==> src/rtl/gsp_pkg.sv <==
package gsp_pkg;

  // Completion event for this cycle; a write takes precedence over a strobe.
  function automatic logic stop_fires_now(logic wr, logic set, logic busy,
                                          logic pending, logic eof);
    return wr ? (set && !busy) : (pending && eof);
  endfunction

  // Whether a deferred completion is still awaited after this cycle.
  function automatic logic stop_pending_next(logic wr, logic set, logic busy,
                                             logic pending, logic eof);
    return wr ? (set && busy) : (pending && !eof);
  endfunction

  // Poll countdown: reload at expiry (count of one), otherwise count down.
  function automatic int unsigned poll_count_next(int unsigned cnt,
                                                  int unsigned interval);
    return (cnt == 1) ? interval : cnt - 1;
  endfunction

endpackage

==> src/rtl/gsp_stop_unit.sv <==
module gsp_stop_unit (
  input  logic clk,
  input  logic rst_n,
  input  logic wr,
  input  logic set,
  input  logic busy,
  input  logic eof,
  output logic done
);
  import gsp_pkg::*;

  logic pending;
  logic fire_evt;
  logic pend_nxt;

  assign fire_evt = stop_fires_now(wr, set, busy, pending, eof);
  assign pend_nxt = stop_pending_next(wr, set, busy, pending, eof);

  always_ff @(posedge clk) begin
    if (!rst_n) begin
      pending <= 1'b0;
      done    <= 1'b0;
    end else begin
      pending <= pend_nxt;
      done    <= fire_evt;
    end
  end


  cancel_quiet_chk: assert property (@(posedge clk) disable iff (!rst_n)
    (wr && !set) |=> (!done && !pending));


  defer_hold_chk: assert property (@(posedge clk) disable iff (!rst_n)
    (wr && set && busy) |=> (!done && pending));


  pend_wait_chk: assert property (@(posedge clk) disable iff (!rst_n)
    (pending && !eof && !wr) |=> (!done && pending));


  stray_eof_chk: assert property (@(posedge clk) disable iff (!rst_n)
    (!wr && !pending) |=> !done);

endmodule

==> src/rtl/gsp_poll_timer.sv <==
module gsp_poll_timer #(
  parameter int unsigned POLL_CYCLES = 1250000
) (
  input  logic clk,
  input  logic rst_n,
  input  logic wr,
  input  logic wop,
  input  logic gts,
  output logic poll_req
);
  import gsp_pkg::*;

  localparam int CW = $clog2(POLL_CYCLES + 1);

  logic          running;
  logic [CW-1:0] count;
  logic          expire_evt;

  assign expire_evt = running && (count == CW'(1)) && !wr;

  always_ff @(posedge clk) begin
    if (!rst_n) begin
      running  <= 1'b0;
      count    <= CW'(1);
      poll_req <= 1'b0;
    end else if (wr) begin
      running  <= !wop;
      count    <= CW'(1);
      poll_req <= 1'b0;
    end else if (expire_evt) begin
      count    <= CW'(poll_count_next(32'(count), POLL_CYCLES));
      poll_req <= !gts;
    end else begin
      if (running) count <= CW'(poll_count_next(32'(count), POLL_CYCLES));
      poll_req <= 1'b0;
    end
  end


  stop_quiet_chk: assert property (@(posedge clk) disable iff (!rst_n)
    (wr && wop) |=> (!poll_req && !running));


  gts_block_chk: assert property (@(posedge clk) disable iff (!rst_n)
    gts |=> !poll_req);


  count_range_chk: assert property (@(posedge clk) disable iff (!rst_n)
    running |-> (count >= CW'(1) && 32'(count) <= POLL_CYCLES));


  poll_spacing_chk: assert property (@(posedge clk) disable iff (!rst_n)
    (poll_req && POLL_CYCLES > 1) |=> !poll_req);


  idle_quiet_chk: assert property (@(posedge clk) disable iff (!rst_n)
    (!running && !wr) |=> !poll_req);

endmodule

==> src/rtl/gstop_poll_ctrl.sv <==
module gstop_poll_ctrl #(
  parameter int unsigned POLL_CYCLES = 1250000
) (
  input  logic clk,
  input  logic rst_n,
  input  logic ctrl_wr,
  input  logic wr_grs,
  input  logic wr_gts,
  input  logic wr_wop,
  input  logic tx_busy,
  input  logic rx_busy,
  input  logic tx_eof,
  input  logic rx_eof,
  output logic gts_done,
  output logic grs_done,
  output logic poll_req
);
  localparam int NPATH = 2;

  logic             gts_q;
  logic [NPATH-1:0] set_v;
  logic [NPATH-1:0] busy_v;
  logic [NPATH-1:0] eof_v;
  logic [NPATH-1:0] done_v;

  // Path 0 is transmit, path 1 is receive.
  assign set_v  = {wr_grs, wr_gts};
  assign busy_v = {rx_busy, tx_busy};
  assign eof_v  = {rx_eof, tx_eof};

  always_ff @(posedge clk) begin
    if (!rst_n)       gts_q <= 1'b0;
    else if (ctrl_wr) gts_q <= wr_gts;
  end

  for (genvar d = 0; d < NPATH; d++) begin : g_stop
    gsp_stop_unit u_stop (
      .clk   (clk),
      .rst_n (rst_n),
      .wr    (ctrl_wr),
      .set   (set_v[d]),
      .busy  (busy_v[d]),
      .eof   (eof_v[d]),
      .done  (done_v[d])
    );
  end

  assign gts_done = done_v[0];
  assign grs_done = done_v[1];

  gsp_poll_timer #(.POLL_CYCLES(POLL_CYCLES)) u_timer (
    .clk      (clk),
    .rst_n    (rst_n),
    .wr       (ctrl_wr),
    .wop      (wr_wop),
    .gts      (gts_q),
    .poll_req (poll_req)
  );


  reset_quiet_chk: assert property (@(posedge clk)
    !rst_n |=> (!gts_done && !grs_done && !poll_req));

endmodule

==> config.mk <==
export PLATFORM = sky130hd
export DESIGN_NAME = gstop_poll_ctrl
export DESIGN_NICKNAME = d
export VERILOG_FILES = /design/src/rtl/gsp_pkg.sv /design/src/rtl/gsp_stop_unit.sv /design/src/rtl/gsp_poll_timer.sv /design/src/rtl/gstop_poll_ctrl.sv
export SDC_FILE = /design/constraint.sdc
export NUM_CORES = 1
export LEC_CHECK = 0
export ABC_AREA = 1
export BUFFER_PORTS_ARGS = -buffer_cell sky130_fd_sc_hd__clkbuf_2
export CAP_MARGIN = 20
export CELL_PAD_IN_SITES_DETAIL_PLACEMENT = 1
export CELL_PAD_IN_SITES_GLOBAL_PLACEMENT = 1
export CORE_UTILIZATION = 42
export CTS_CLUSTER_DIAMETER = 30
export DETAILED_ROUTE_END_ITERATION = 8
export PLACE_DENSITY = 0.79
export SLEW_MARGIN = 20
export SYNTH_ARGS = -nofsm -noshare
export SYNTH_HDL_FRONTEND = slang
export SYNTH_SLANG_ARGS = --single-unit
==> constraint.sdc <==
create_clock -name clk -period 1.5 [get_ports clk]
set_input_delay 0 -clock clk [delete_from_list [all_inputs] [get_ports clk]]
set_output_delay 0 -clock clk [all_outputs]
set_load 0.05 [all_outputs]
==> impl_metrics.yaml <==
outcome:
  status: "finished, violations left"
  violations: "negative setup slack"
synth:
  ys_ff_latch: 28
  synth_cell_types: 29
  synthMuxAreaShare_pct: 0
  yosys_warnings: 0
  netlist_area_mm2: 0.00140
  avgSynthCellArea_um2: 7.27
  synth_xor_area_share_pct: 5.61
  netlist_instances: 193
  synth-seq-area-share_pct: 39.9
  synth_compound_area_share_pct: 5.79
  synthSimpleGateAreaFrac_pct: 40.7
  synthesis.nets: 205
  synth_fa_ha_area_share_pct: 1.78
  synth_top_family_by_area: "simple AND/OR/NAND/NOR gates"
power_and_ir_drop:
  total_power_mw: 1.54
  peakVddDrop_v: 0.000384
  p_per_area_mw_per_mm2: 810
  p_leak_nw: 0.868
timing:
  rsz0062_at_grt: "true"
  setup_viol: 3
  drv_slew: 0
  hold_violations: 0
  period_share_pct: 106
  max_slew_margin_pct: 80.5
  fin_ws_ps: -85.4
  min_period_ps: 1590
  worst_slew_pin_slew_ps: 294
  fmax_mhz: 631
  fin_skew_ps: 7.95
  tns_ps: -101
clocking:
  clk_latency_ps: 350
  cts_buffer_depth: 2
  clk_pin_slew_worst_paths_ps: 170
  numCtsBuffers: 3
  h-tree-depth: 1
  root_buffer: "clkbuf_4"
  cts.sinks: 28
  cts_tree: "built"
job:
  maxCapViolations: 0
global_route:
  grt_pass1_vias: 1530
  antenna_found_initial: 0
  grt_pass1_wl_mm: 7.09
  grt_max_degree: 16
  grt_usage_pct: 27.5
  overflow: 0
detailed_routing:
  antenna_left: 0
  wl_per_cell_um: 18.5
  drtIter0Drc: 47
  drt_first_pass_iters: 4
  vias: 1523
  drc: 0
  viasPerCell: 5.38
  wl_mm: 5.24
worst_setup_path:
  criticalPathCategory: "flop to flop"
  crit_arrival_ps: 1890
  cp-end-kind: "flop"
  path_max_fanout: 4
  worstSetupStartpointType: "flop"
  worst_ep_required_time_ps: 1810
placement:
  dp_cells: 260
  gp_congestion: 0.838
  io_buffers: 12
  dp_hpwl_mm: 2.77
finish:
  final_cell_mix: "nor2_1 (36), nand2_1 (34), dfxtp_1 (25), buf_4 (17), inv_1 (14)"
  syn_to_final_growth_pct: 35.6
  drive_gt1_share_pct: 28.0
  final_common_cell: "nor2_1"
  antennaDiodeCount: 0
  fin_util_pct: 61.3
  finalNonFillerCells: 283
  nets: 252
die:
  std_cell_rows: 20
  floorplan.initialDensity_pct: 45.2
  core-area_mm2: 0.00310
  die_w_um: 59.8
  dieArea_mm2: 0.00358
  io_pins: 13
  die_y_um: 59.8
hold_path:
  hold_path.class: "input port to flop"
logic make-up (layout without fill, tap and decap cells):
| family | after synthesis | after routing |
|---|---|---|
| buffers and inverters | 21 | 66 |
| flip-flops | 28 | 28 |
| adder cells (fa/ha/maj) | 2 | 2 |
| XOR/XNOR | 9 | 9 |
| AO/OA/AOI/OAI | 15 | 15 |
| AND/OR/NAND/NOR | 118 | 119 |
layer usage:
layer / track usage, % / up-vias / routed length [µm]
met5: 0 / - / 0
met4: 14.6 / 0 / 181
met3: 3.68 / 15 / 138
met2: 50.3 / 38 / 2810
met1: 30.6 / 754 / 2110
li1: - / 716 / -
report_power, final:
| group | internal (mW) | leakage [nW] | total, mW | switching [mW] |
|---|---|---|---|---|
| Combinational | 0.136 | 0.619 | 0.353 | 0.217 |
| Clock | 0.149 | 0.0210 | 0.401 | 0.252 |
| Sequential | 0.766 | 0.228 | 0.787 | 0.0218 |
| Total | 1.05 | 0.868 | 1.54 | 0.491 |
registers in the layout, indices dropped and copies added, names as in the netlist:
name / flops
g_stop.u_stop.done: 2
u_timer.count: 21
gts_q: 1
g_stop.u_stop.pending: 2
u_timer.running: 1
u_timer.poll_req: 1
final timing paths:
check	start	to	slack [ps]	cells past startpoint
max	u_timer.count[6]$_SDFFE_PP0P_	u_timer.count[16]$_SDFFE_PP0P_	-90	9
min reg2reg	gts_q$_SDFFE_PN0P_	gts_q$_SDFFE_PN0P_	490	2
min	ctrl_wr	g_stop[0].u_stop.done$_SDFF_PN0_	130	3
max reg2reg	u_timer.count[6]$_SDFFE_PP0P_	u_timer.count[16]$_SDFFE_PP0P_	-90	9
area by class of cell:
cell class / count / area [µm²]
clock buffers: 4 / 36.3
fillers: 399 / 1200
inverters: 19 / 71.3
multi-input cells: 145 / 841
flip-flops and latches: 28 / 569
well taps: 44 / 55.1
repair buffers: 43 / 330
what timing repair did:
action / CTS / global route
cloned: 0 / 1
resized for setup: 3 / 25
hold endpoints to repair: 6 / 0
buffers inserted: 0 / 6
hold buffers: 13 / 0
pin swaps: 1 / 6
setup endpoints to repair: 3 / 25
Yosys cell counts:
cell       n  share of area, %
buf_6      1              0.80
nor4_1     1              0.45
and3_1     1              0.45
or2_1      1              0.45
nand2_1   35               9.4
dfxtp_1   28                40
o211ai_1   1              0.53
nand4_2    1              0.89
o22ai_1    1              0.45
and2_1     1              0.45
nand3_1   13               4.6
nor2_4     4               3.2
nand2_2    2              0.89
o21ai_0    4               1.4
nand4_1    4               1.8
o21bai_1   1              0.53
xnor2_1    2               1.2
inv_2      2              0.53
nand3b_1   5               2.7
nor2_2     4               1.8
xor2_1     7               4.4
inv_1     17               4.5
nand3_2    2               1.4
nor2_1    42                11
ha_1       2               1.8
nor3_1     1              0.36
clkbuf_1   1              0.27
a21oi_1    8               2.9
nor3_2     1              0.71
metrics by stage:
stage / worst slack [ps] / hold slack, ps / cell area, µm²
after CTS: 0.0866 / 37.0 / 1780
after floorplan: 169 / 93.5 / 1400
after global placement: 37.4 / 177 / 1600
after global routing: -118 / 152 / 1900
after detailed placement: -24.7 / 188 / 1600
final: -85.4 / 134 / 1900
critical path: stages (launching register included):
cell and delay (ps):
dfxtp_1 380, nor2_1 230, buf_4 170, nand3_1 120
nor2_4 190, buf_6 120, nand3b_1 80, nand3_1 100
nand2_1 100, inv_1 70
No activity file was read; power rests on OpenSTA's default activity.
